<file path="config.mk">
export PLATFORM = sky130hd
export DESIGN_NAME = i2c_bitctl_regs
export DESIGN_NICKNAME = d
export VERILOG_FILES = /design/src/rtl/i2c_bitctl_pkg.sv /design/src/rtl/i2c_bitcnt_fsm.sv /design/src/rtl/i2c_ctl_fields.sv /design/src/rtl/i2c_ref_prescaler.sv /design/src/rtl/i2c_bitctl_regs.sv
export SDC_FILE = /design/constraint.sdc
export NUM_CORES = 1
export LEC_CHECK = 0
export ABC_AREA = 1
export BUFFER_PORTS_ARGS = -buffer_cell sky130_fd_sc_hd__clkbuf_2
export CORE_MARGIN = 1.5
export CORE_UTILIZATION = 53
export CTS_BUF_LIST = sky130_fd_sc_hd__clkbuf_16
export DETAILED_ROUTE_END_ITERATION = 10
export GPL_TIMING_DRIVEN = 0
export PLACE_DENSITY = 0.77
export SLEW_MARGIN = 0
export SYNTH_ARGS = -nofsm -noshare
export SYNTH_HDL_FRONTEND = slang
export SYNTH_SLANG_ARGS = --single-unit
</file>
<file path="constraint.sdc">
create_clock -name clk -period 2.45 [get_ports clk]
set_input_delay 0.1225 -clock clk [delete_from_list [all_inputs] [get_ports clk]]
set_output_delay 0.1225 -clock clk [all_outputs]
set_load 0.005 [all_outputs]
</file>
<file path="src/rtl/i2c_bitctl_pkg.sv">
`timescale 1ns/1ps
package i2c_bitctl_pkg;

    localparam int CNT_W = 3;
    localparam int SEL_W = 3;

    // Field positions inside the 8-bit register.
    localparam int CNT_LSB = 0;
    localparam int WP_BIT  = CNT_LSB + CNT_W;
    localparam int SEL_LSB = WP_BIT + 1;
    localparam int MWP_BIT = SEL_LSB + SEL_W;
    localparam int REG_W   = MWP_BIT + 1;

    typedef enum logic [1:0] {
        BC_IDLE  = 2'd0,
        BC_COUNT = 2'd1,
        BC_FINAL = 2'd2
    } bc_state_e;

endpackage

</file>
<file path="src/rtl/i2c_bitcnt_fsm.sv">
`timescale 1ns/1ps
module i2c_bitcnt_fsm
    import i2c_bitctl_pkg::*;
#(
    parameter int CW = CNT_W
) (
    input  logic          clk,
    input  logic          rst_n,
    input  logic          start_det,
    input  logic          scl_rise,
    input  logic          load_en,
    input  logic [CW-1:0] load_val,
    output logic [CW-1:0] bits_left,
    output logic          byte_done
);

    localparam logic [CW-1:0] CNT_ONE  = CW'(1);
    localparam logic [CW-1:0] CNT_ZERO = '0;
    localparam logic [CW-1:0] CNT_FULL = '1;

    bc_state_e     state_q, state_d;
    logic [CW-1:0] cnt_q, cnt_d;
    logic          done_q, done_d;

    // State register
    always_ff @(posedge clk or negedge rst_n) begin
        if (!rst_n) begin
            state_q <= BC_IDLE;
            cnt_q   <= CNT_ZERO;
            done_q  <= 1'b0;
        end else begin
            state_q <= state_d;
            cnt_q   <= cnt_d;
            done_q  <= done_d;
        end
    end

    // Next state and registered outputs; start wins, then load, then edge
    always_comb begin
        state_d = state_q;
        cnt_d   = cnt_q;
        done_d  = 1'b0;
        if (start_det) begin
            state_d = BC_IDLE;
            cnt_d   = CNT_ZERO;
        end else if (load_en) begin
            cnt_d   = load_val;
            state_d = (load_val == CNT_ZERO) ? BC_IDLE : BC_COUNT;
        end else if (scl_rise) begin
            unique case (state_q)
                BC_IDLE: begin
                    state_d = BC_COUNT;
                    cnt_d   = CNT_FULL;
                end
                BC_COUNT: begin
                    if (cnt_q == CNT_ONE) begin
                        state_d = BC_FINAL;
                    end else begin
                        cnt_d = cnt_q - CNT_ONE;
                    end
                end
                BC_FINAL: begin
                    state_d = BC_IDLE;
                    cnt_d   = CNT_ZERO;
                    done_d  = 1'b1;
                end
                default: begin
                    state_d = BC_IDLE;
                    cnt_d   = CNT_ZERO;
                end
            endcase
        end
    end

    assign bits_left = cnt_q;
    assign byte_done = done_q;

endmodule

</file>
<file path="src/rtl/i2c_ctl_fields.sv">
`timescale 1ns/1ps
module i2c_ctl_fields
    import i2c_bitctl_pkg::*;
#(
    parameter int SW = SEL_W
) (
    input  logic          clk,
    input  logic          rst_n,
    input  logic          reg_we,
    input  logic [SW-1:0] wr_sel,
    input  logic          wr_mwp,
    output logic [SW-1:0] sel,
    output logic          mwp,
    output logic          sel_restart
);

    logic [SW-1:0] sel_q;
    logic          mwp_q;

    always_ff @(posedge clk or negedge rst_n) begin
        if (!rst_n) begin
            sel_q <= '0;
            mwp_q <= 1'b0;
        end else if (reg_we) begin
            sel_q <= wr_sel;
            mwp_q <= wr_mwp;
        end
    end

    always_comb begin
        sel_restart = reg_we && (wr_sel != sel_q);
    end

    assign sel = sel_q;
    assign mwp = mwp_q;

endmodule

</file>
<file path="src/rtl/i2c_ref_prescaler.sv">
`timescale 1ns/1ps
module i2c_ref_prescaler
    import i2c_bitctl_pkg::*;
#(
    parameter int SW = SEL_W
) (
    input  logic          clk,
    input  logic          rst_n,
    input  logic [SW-1:0] sel,
    input  logic          restart,
    output logic          tick
);

    localparam int DW = (1 << SW) - 1;

    logic [DW-1:0] div_q;
    logic [DW-1:0] limit;

    always_comb begin
        limit = DW'((32'd1 << sel) - 32'd1);
    end

    always_ff @(posedge clk or negedge rst_n) begin
        if (!rst_n) begin
            div_q <= '0;
        end else if (restart || (div_q == limit)) begin
            div_q <= '0;
        end else begin
            div_q <= div_q + DW'(1);
        end
    end

    assign tick = (div_q == limit);

endmodule

</file>
<file path="src/rtl/i2c_bitctl_regs.sv">
`timescale 1ns/1ps
module i2c_bitctl_regs
    import i2c_bitctl_pkg::*;
#(
    parameter int CW = CNT_W,
    parameter int SW = SEL_W
) (
    input  logic          clk,
    input  logic          rst_n,
    input  logic          reg_we,
    input  logic [7:0]    reg_wdata,
    output logic [7:0]    reg_rdata,
    input  logic          scl_level,
    input  logic          scl_rise,
    input  logic          start_det,
    output logic [CW-1:0] bits_left,
    output logic          byte_done,
    output logic          ref_clk_en,
    output logic          mode_wr_allow
);

    localparam int WPB = CW;
    localparam int SLB = CW + 1;
    localparam int MWB = CW + 1 + SW;

    logic          load_en;
    logic [SW-1:0] sel;
    logic          mwp;
    logic          sel_restart;

    always_comb begin
        load_en = reg_we && !reg_wdata[WPB] && !scl_level;
    end

    i2c_bitcnt_fsm #(.CW(CW)) u_bitcnt (
        .clk       (clk),
        .rst_n     (rst_n),
        .start_det (start_det),
        .scl_rise  (scl_rise),
        .load_en   (load_en),
        .load_val  (reg_wdata[CW-1:0]),
        .bits_left (bits_left),
        .byte_done (byte_done)
    );

    i2c_ctl_fields #(.SW(SW)) u_fields (
        .clk         (clk),
        .rst_n       (rst_n),
        .reg_we      (reg_we),
        .wr_sel      (reg_wdata[SLB +: SW]),
        .wr_mwp      (reg_wdata[MWB]),
        .sel         (sel),
        .mwp         (mwp),
        .sel_restart (sel_restart)
    );

    i2c_ref_prescaler #(.SW(SW)) u_presc (
        .clk     (clk),
        .rst_n   (rst_n),
        .sel     (sel),
        .restart (sel_restart),
        .tick    (ref_clk_en)
    );

    assign reg_rdata     = {mwp, sel, 1'b1, bits_left};
    assign mode_wr_allow = mwp;

endmodule

</file>
==> results.toml, run 1 <==
[status]
outcome = "complete, no violations"

[cells_and_area]
layout.nets = 209
area_growth_pct = 20.7
multi_input_area_um2 = 603
antennaDiodeCount = 0
seq_area_um2 = 425
nFillCells = 186
utilization = 0.668
drive_gt1_frac = 0.263

[detailed_routing]
ant_nets = 0
first_iter_violations = 19
vias = 1088
drc = 0
wl_um = 2420
via_per_inst = 4.99
wl_per_cell_um = 11.1
drtPass1Iterations = 4

[power_and_ir_drop]
swShare = 0.312
intPower_mw = 0.647
power_leakage_nw = 0.782
vdd_ir_drop_max_v = 0.000449
p_clk_frac = 0.344
seqPwrFrac = 0.370
p_sw_mw = 0.293
p_total_mw = 0.940
p_per_area_nw_per_um2 = 648
combinationalPowerShare = 0.286

[timing]
fmax_mhz = 450
finalCriticalPeriod_ps = 2220
hold_ws_ps = 108
min_period_over_period = 0.907
report.final.slew_viol_count = 0
hold_violations = 0
fin_tns_setup_ps = 0
setup_violations = 0
setup_slack_ps = 228
skew_ps = 5.03
grt_setup_unrepaired = "false"

[cts]
cts_root_buf = "clkbuf_16"
cts_sinks = 17
cts.clk_slew.worst_paths_ps = 50
numCtsBuffers = 3
cts_buffer_depth = 2
cts_max_level = 1
clock_latency_ps = 250
cts_setup_buffers = 0
cts_tree = "built"

[floorplanning]
core.rowCount = 17
core_area_um2 = 2170
die_x_um = 50.6
fp.dieArea_um2 = 2560
start_util = 0.554
die_h_um = 50.6
ioPinCount = 28

[worst_setup_path]
reg2reg_depth = 13
rrSetupSlack_ps = 470
worstPathMaxFanout = 8
arrival_ps = 2100
end_kind = "primary output"
rr_startpoint = "u_fields.sel[1]"
crit_type = "register to primary output"
start_kind = "register"
r2r_end = "u_presc.div_q[2]"
critPathRequiredTime_ps = 2330

[global_route]
grt_pass1_vias = 1075
grt_max_degree = 18
grt_pass1_wl_um = 4400
overflow = 0
antenna_found_initial = 0
grt_use_total = 0.229

[yosys]
netlist_top_cells_count = "36 x nand2_1, 27 x inv_1, 17 x dfrtp_1"
async_reset_ff_frac = 1.00
synth.area.top_cells = "dfrtp_1 35%, nand2_1 11%, inv_1 8.4%, xor2_1 5.8%, nand3_1 4.6%"
synth-edff-count = 0
ys_seq_elements = 17
yosys_warnings = 0
synth_nets = 178
syn_inst = 160
synth_ff_type = "dfrtp_1"
yosys.area.top_type_share = 0.354
syn_avg_cell_area_um2 = 7.51
seq_area_frac_synth = 0.354
synth_area_leader_cell = "dfrtp_1"
ys_types = 27
synth_most_common_cell = "nand2_1"
synthesis.area_um2 = 1200

[hold_path]
hold_end = "u_fields.sel[2]"
hold_depth = 3
hold_path.class = "primary input to register"
hp-start = "reg_wdata[6]"

[place]
dp_slack_ps = 502
gp_congestion = 0.810
portBuffers = 25
hpwl_um = 1890

[flow_run]
cap_violations = 0
## per-stage QoR
step | cell area, um2 | instances
after global placement | 1360 | 213
after CTS | 1450 | 218
after floorplan | 1200 | 160
after detailed placement | 1360 | 213
final | 1450 | 218
after global routing | 1450 | 218
## area by class of cell
| cell class | count | area share |
|---|---|---|
| well taps | 28 | 0.0242 |
| repair buffers | 26 | 0.0932 |
| plain buffers | 8 | 0.0466 |
| inverters | 28 | 0.0725 |
| flip-flops and latches | 17 | 0.293 |
| multi-input cells | 107 | 0.416 |
| clock inverters | 1 | 0.00259 |
| clock buffers | 3 | 0.0518 |
## how the worst max path moves through the flow
| stage | start | end | slack [ps] | cells past startpoint |
|---|---|---|---|---|
| 2_1_floorplan | u_fields.sel[1] | u_presc.div_q[2] | 700 | 13 |
| 3_3_place_gp | u_fields.sel[1] | u_presc.div_q[2] | 600 | 13 |
| 3_5_place_dp | u_fields.sel[1] | u_presc.div_q[2] | 500 | 14 |
| 4_1_cts | u_fields.sel[1] | ref_clk_en | 230 | 13 |
| 5_1_grt | u_fields.sel[1] | ref_clk_en | 20 | 14 |
| 6_report | u_fields.sel[1] | ref_clk_en | 230 | 13 |
## cells in the final DEF, fill, tap and decap left out, types with 2 or more instances in the layout
master     instances
nor2_1            13
xor2_1             8
nor3_1             3
nand3_2            2
ha_1               4
xnor2_1            2
a21oi_1            3
inv_1             28
clkbuf_2          25
clkbuf_16          3
dfrtp_1           17
buf_4              6
o2111ai_1          2
buf_6              2
o21ai_0            8
nor2_2             5
nand2_1           36
nand3_1           11
## logic make-up after synthesis
| logic type | count (synthesis) | share of synthesized area |
|---|---|---|
| simple gates | 75 | 0.284 |
| buf+inv | 36 | 0.144 |
| flops | 17 | 0.354 |
| compound gates | 16 | 0.0906 |
| xor+xnor | 10 | 0.0729 |
| fa+ha+maj | 4 | 0.0417 |
| other cells | 1 | 0.00312 |
| mux | 1 | 0.00937 |
## registers in the layout, indices dropped and copies added (netlist names)
signal              cells
u_bitcnt.bits_left      3
u_bitcnt.byte_done      1
u_bitcnt.state_q        2
u_fields.mwp            1
u_fields.sel            3
u_presc.div_q           7
## power by group through the flow
stage,sequential [mW],clock [mW],combinational (mW)
after global routing,0.353,0.341,0.310
after detailed placement,0.353,0,0.265
after global placement,0.351,0,0.252
after CTS,0.349,0.329,0.269
final,0.348,0.323,0.269
after floorplan,0.346,0,0.190
## worst max-delay path, cell delays in order, from the launching register on
cell and delay (ps):
dfrtp_1 380, buf_6 140, nor2_2 140, nand2_1 100, ha_1 300, inv_1 40
nand2_1 40, nand2_1 60, nor2_1 130, nand3_1 90, nor2_1 130, nand3_2 110
inv_1 70, clkbuf_2 100
## routing by layer
layer | track usage | vias to the layer above | part of all wire
met1 | 0.236 | 510 | 0.42
met3 | 0.0446 | 4 | 0.032
met2 | 0.445 | 20 | 0.53
met4 | 0.0901 | 0 | 0.010
li1 | - | 554 | -
met5 | 0 | - | 0
## repair_timing
item	in CTS	in global routing
resized for setup	0	0
hold buffers	1	0
endpoints found under the setup margin	0	0
endpoints found under the hold margin	17	0
(Power assumes the default switching activity.)
==> run 2, diff against run 1 <==
- PLACE_DENSITY: 0.77 -> default
- PLACE_DENSITY_LB_ADDON: default -> 0.15
==> run 2 against run 1 <==
Effect of this change:
- sequential power barely moved
- count of clock-buffer cells in the layout stayed put
- final cell count did not move
- clock skew down 2.7 ps
- hold slack better by 2.8 ps
- combinational power decreased by 4%
- die area unchanged
- power is 2.0% lower
- global-route usage fell by 3.3 points
- maximum frequency grew 4.2%
- sequential cell count did not move
- non-clock buffer count unchanged
==> results.toml, run 2 (same netlist as run 1, synthesis figures left out) <==
[cts]
cts_root_buf = "clkbuf_16"
numCtsBuffers = 3
cts_setup_buffers = 0
cts_resized = 0
clock_latency_ps = 240
cts_sinks = 17
cts_buffer_depth = 2
cts_max_level = 1
cts.clk_slew.worst_paths_ps = 50
cts_tree = "built"

[global_route]
grt_pass1_vias = 894
overflow = 0
grt_pass1_wl_um = 3770
busiest_layer = "met2"
use_met1 = 0.244
grt_use_total = 0.196
use_met2 = 0.322
antenna_found_initial = 0
gr-usage-met3 = 0.0387
grt_max_degree = 18

[power_and_ir_drop]
p_total_mw = 0.922
power_leakage_nw = 0.782
p_per_area_nw_per_um2 = 635
vdd_ir_drop_max_v = 0.000515

[place]
dp_slack_ps = 559
portBuffers = 25
gp_congestion = 0.865
hpwl_um = 1710

[timing]
fin_tns_setup_ps = 0
fmax_mhz = 469
grt_setup_unrepaired = "false"
skew_ps = 2.34
min_period_over_period = 0.870
finalCriticalPeriod_ps = 2130
setup_slack_ps = 318
setup_violations = 0
report.final.slew_viol_count = 0
hold_violations = 0

[cells_and_area]
final_common_cell = "nand2_1"
drive_gt1_frac = 0.263
antennaDiodeCount = 0
layout.nets = 209
largest_register_ffs = 7
multi_input_area_um2 = 603
nFillCells = 179
seq_area_um2 = 425
area_growth_pct = 20.7
largest_register = "u_presc.div_q"
mostFrequentLayoutCells = "36 x nand2_1, 28 x inv_1, 25 x clkbuf_2"

[floorplanning]
die_x_um = 50.6
fp.dieArea_um2 = 2560
die_h_um = 50.6
start_util = 0.554
core.rowCount = 17
ioPinCount = 28
core_area_um2 = 2170

[worst_setup_path]
start_kind = "register"
end_kind = "primary output"
crit_type = "register to primary output"
critPathRequiredTime_ps = 2330
worstPathMaxFanout = 8
arrival_ps = 2010

[status]
outcome = "complete, no violations"

[detailed_routing]
via_per_inst = 4.77
drc = 0
wl_per_cell_um = 10.0
drtPass1Iterations = 4
vias = 1039
wl_um = 2190
ant_nets = 0
first_iter_violations = 18

[flow_run]
cap_violations = 0

[hold_path]
hold_path.class = "primary input to register"
==> run 2: cell counts in the layout (fill, tap and decap cells not counted) <==
Identical to the previous run, type by type.
==> run 2: report_power, final <==
group          switching, mW  internal (mW)
clock                 0.0985          0.216
sequential            0.0357          0.312
combinational          0.141          0.118
==> run 2: cell type report <==
type                    instances  area share
clock inverters                 1     0.00259
flip-flops and latches         17       0.293
repair buffers                 26      0.0932
clock buffers                   3      0.0518
multi-input cells             107       0.416
inverters                      28      0.0725
plain buffers                   8      0.0466
well taps                      28      0.0242
==> run 2: critical path, cell delays in order (launching register included) <==
cell and delay, ps:
dfrtp_1 380, buf_6 140, nor2_2 140, nand2_1 100, ha_1 310, inv_1 40, nand2_1 40, nand2_1 40
nor2_1 100, nand3_1 90, nor2_1 110, nand3_2 110, inv_1 60, clkbuf_2 100
==> run 2: timing repair <==
action                                  in CTS  in global routing
endpoints found under the setup margin       0                  0
hold endpoints to repair                    17                  0
hold buffers                                 1                  0
==> run 2: worst paths after layout <==
path                                  start                    end  slack (ps)  cells past startpoint
max                         u_fields.sel[1]             ref_clk_en         320                     13
min                            reg_wdata[7]           u_fields.mwp         110                      2
max reg2reg                 u_fields.sel[1]       u_presc.div_q[2]         550                     13
min reg2reg                u_presc.div_q[0]       u_presc.div_q[0]         510                      1
max in group asynchronous             rst_n  u_bitcnt.bits_left[0]        1820                      2
min in group asynchronous             rst_n           u_fields.mwp         340                      2
==> run 2: layer usage <==
metal  share of wire  up-vias
li1                -      553
met1            0.49      467
met2            0.47       17
met3           0.035        2
met4          0.0087        0
met5               0        -
==> run 2: metrics by stage <==
step	cell area (um2)	hold WS, ps	utilization	instances
finish	1450	111	0.668	218
global route	1450	116	0.668	218
CTS	1450	106	0.668	218
detailed placement	1360	85.1	0.627	213
global placement	1360	87.4	0.627	213
floorplan	1200	-173	-	160
==> run 3, diff against run 2 <==
- clock period: 2.45 -> 2.2 ns (I/O delays scaled with it)
==> run 3 against run 2 <==
Effect of this change:
- sequential share of layout area down 0.69 points
- design area grew 2.4%
- hold slack got worse by 12 ps
- sequential cell count unchanged
- critical path type unchanged
- highest routed layer unchanged
==> results.toml, run 3 (same netlist as run 1, synthesis figures left out) <==
[global_route]
antenna_found_initial = 0
overflow = 0
grt_max_degree = 18
grt_pass1_vias = 894
grt_use_total = 0.196
grt_pass1_wl_um = 3770

[cells_and_area]
mostFrequentLayoutCells = "35 x nand2_1, 27 x inv_1, 25 x clkbuf_2"
final_common_cell = "nand2_1"
seq_area_um2 = 425
utilization = 0.685
multi_input_area_um2 = 628
drive_gt1_frac = 0.288
largest_register = "u_presc.div_q"
antennaDiodeCount = 0
nFillCells = 174
layout.nets = 210
final_cells = 219
area_growth_pct = 23.6
largest_register_ffs = 7

[cts]
cts_root_buf = "clkbuf_16"
cts_tree = "built"
cts_sinks = 17
numCtsBuffers = 3
cts_max_level = 1
clock_latency_ps = 240
cts.clk_slew.worst_paths_ps = 50
cts_buffer_depth = 2

[place]
dp_slack_ps = 309
hpwl_um = 1710
gp_congestion = 0.865
portBuffers = 25
dp.cells = 213

[detailed_routing]
drtPass1Iterations = 4
via_per_inst = 4.83
wl_um = 2270
ant_nets = 0
drc = 0
wl_per_cell_um = 10.4
vias = 1058
first_iter_violations = 22

[flow_run]
cap_violations = 0

[floorplanning]
core.rowCount = 17
die_h_um = 50.6
ioPinCount = 28
fp.dieArea_um2 = 2560
die_x_um = 50.6
core_area_um2 = 2170
start_util = 0.554

[worst_setup_path]
crit_type = "register to primary output"
arrival_ps = 1940
cp-startpoint = "u_fields.sel[1]"
rr_startpoint = "u_fields.sel[1]"
worstPathMaxFanout = 8
end_kind = "primary output"
slowest_stage = "dfrtp_1"
critPathRequiredTime_ps = 2090
cpPeakStageDelay_ps = 380
worstPathCellList = "buf_6 -> nor2_4 -> nand2_2 -> ha_4 -> inv_1 -> nand2_1 -> nand2_1 -> nor2_1 -> nand3_1 -> nor2_1 -> nand3_2 -> inv_1 -> clkbuf_2"
start_kind = "register"

[timing]
skew_ps = 2.43
hold_violations = 0
setup_slack_ps = 146
finalCriticalPeriod_ps = 2050
report.final.slew_viol_count = 0
min_period_over_period = 0.933
fmax_mhz = 487
setup_violations = 0

[power_and_ir_drop]
vdd_ir_drop_max_v = 0.000575
p_per_area_nw_per_um2 = 702
power_leakage_nw = 0.790

[hold_path]
hold_path.class = "primary input to register"
hp-start = "reg_wdata[7]"

[status]
outcome = "complete, no violations"
run 3: cell types whose count changed in the layout (fill, tap and decap cells not counted):
cell / before / now
nand3_2: 2 / 3
buf_4: 6 / 7
nor2_2: 5 / 4
nor2_4: 0 / 1
inv_1: 28 / 27
nand3_1: 11 / 10
nand2_2: 1 / 2
ha_4: 0 / 1
inv_4: 0 / 1
ha_1: 4 / 3
nand2_1: 36 / 35
run 3: area by class of cell:
| cell class | count | share of cell area |
|---|---|---|
| Buffer | 8 | 0.0455 |
| Clock buffer | 3 | 0.0505 |
| Clock inverter | 1 | 0.00253 |
| Inverter | 28 | 0.0725 |
| Multi-Input combinational cell | 107 | 0.423 |
| Sequential cell | 17 | 0.286 |
| Tap cell | 28 | 0.0236 |
| Timing Repair Buffer | 27 | 0.0960 |
run 3: final timing paths:
path / endpoint / depth (start not counted) / slack [ps]
max: ref_clk_en / 13 / 150
min: u_fields.mwp / 2 / 100
max reg2reg: u_presc.div_q[2] / 13 / 360
min reg2reg: u_presc.div_q[0] / 1 / 510
max in group asynchronous: u_bitcnt.bits_left[0] / 2 / 1580
min in group asynchronous: u_fields.mwp / 2 / 330
run 3: report_power, final:
group          leakage [nW]  total (mW)  internal, mW  switching (mW)
clock network        0.0423       0.350         0.241           0.110
registers             0.220       0.388         0.347          0.0405
logic                 0.528       0.304         0.140           0.164
run 3: repair_timing:
item | in CTS | in global routing
setup buffers | 0 | 1
hold buffers | 1 | 0
endpoints found under the setup margin | 0 | 1
endpoints found under the hold margin | 17 | 0
resized for setup | 0 | 7
run 3: critical path: cells and delay by family, from the launching register on:
family | cells | cell delay (ps)
adder cells (fa/ha/maj) | 1 | 270
buffers and inverters | 4 | 340
flip-flops | 1 | 380
AND/OR/NAND/NOR | 8 | 700
run 3: through the flow:
| step | hold slack [ps] | setup TNS (ps) | power [mW] | area, um2 |
|---|---|---|---|---|
| detailed placement | 72.6 | 0 | 0.680 | 1360 |
| global placement | 74.9 | 0 | 0.673 | 1360 |
| floorplan | -186 | 0 | 0.597 | 1200 |
| global route | 104 | -2.93 | 1.12 | 1490 |
| CTS | 93.3 | 0 | 1.05 | 1450 |
| finish | 98.2 | 0 | 1.04 | 1490 |
run 3: metal layers:
layer	vias up	track usage	part of all wire
met2	17	0.322	0.48
met4	0	0.0946	0.0084
met3	2	0.0387	0.037
met5	-	0	0
met1	481	0.244	0.47
li1	558	-	-
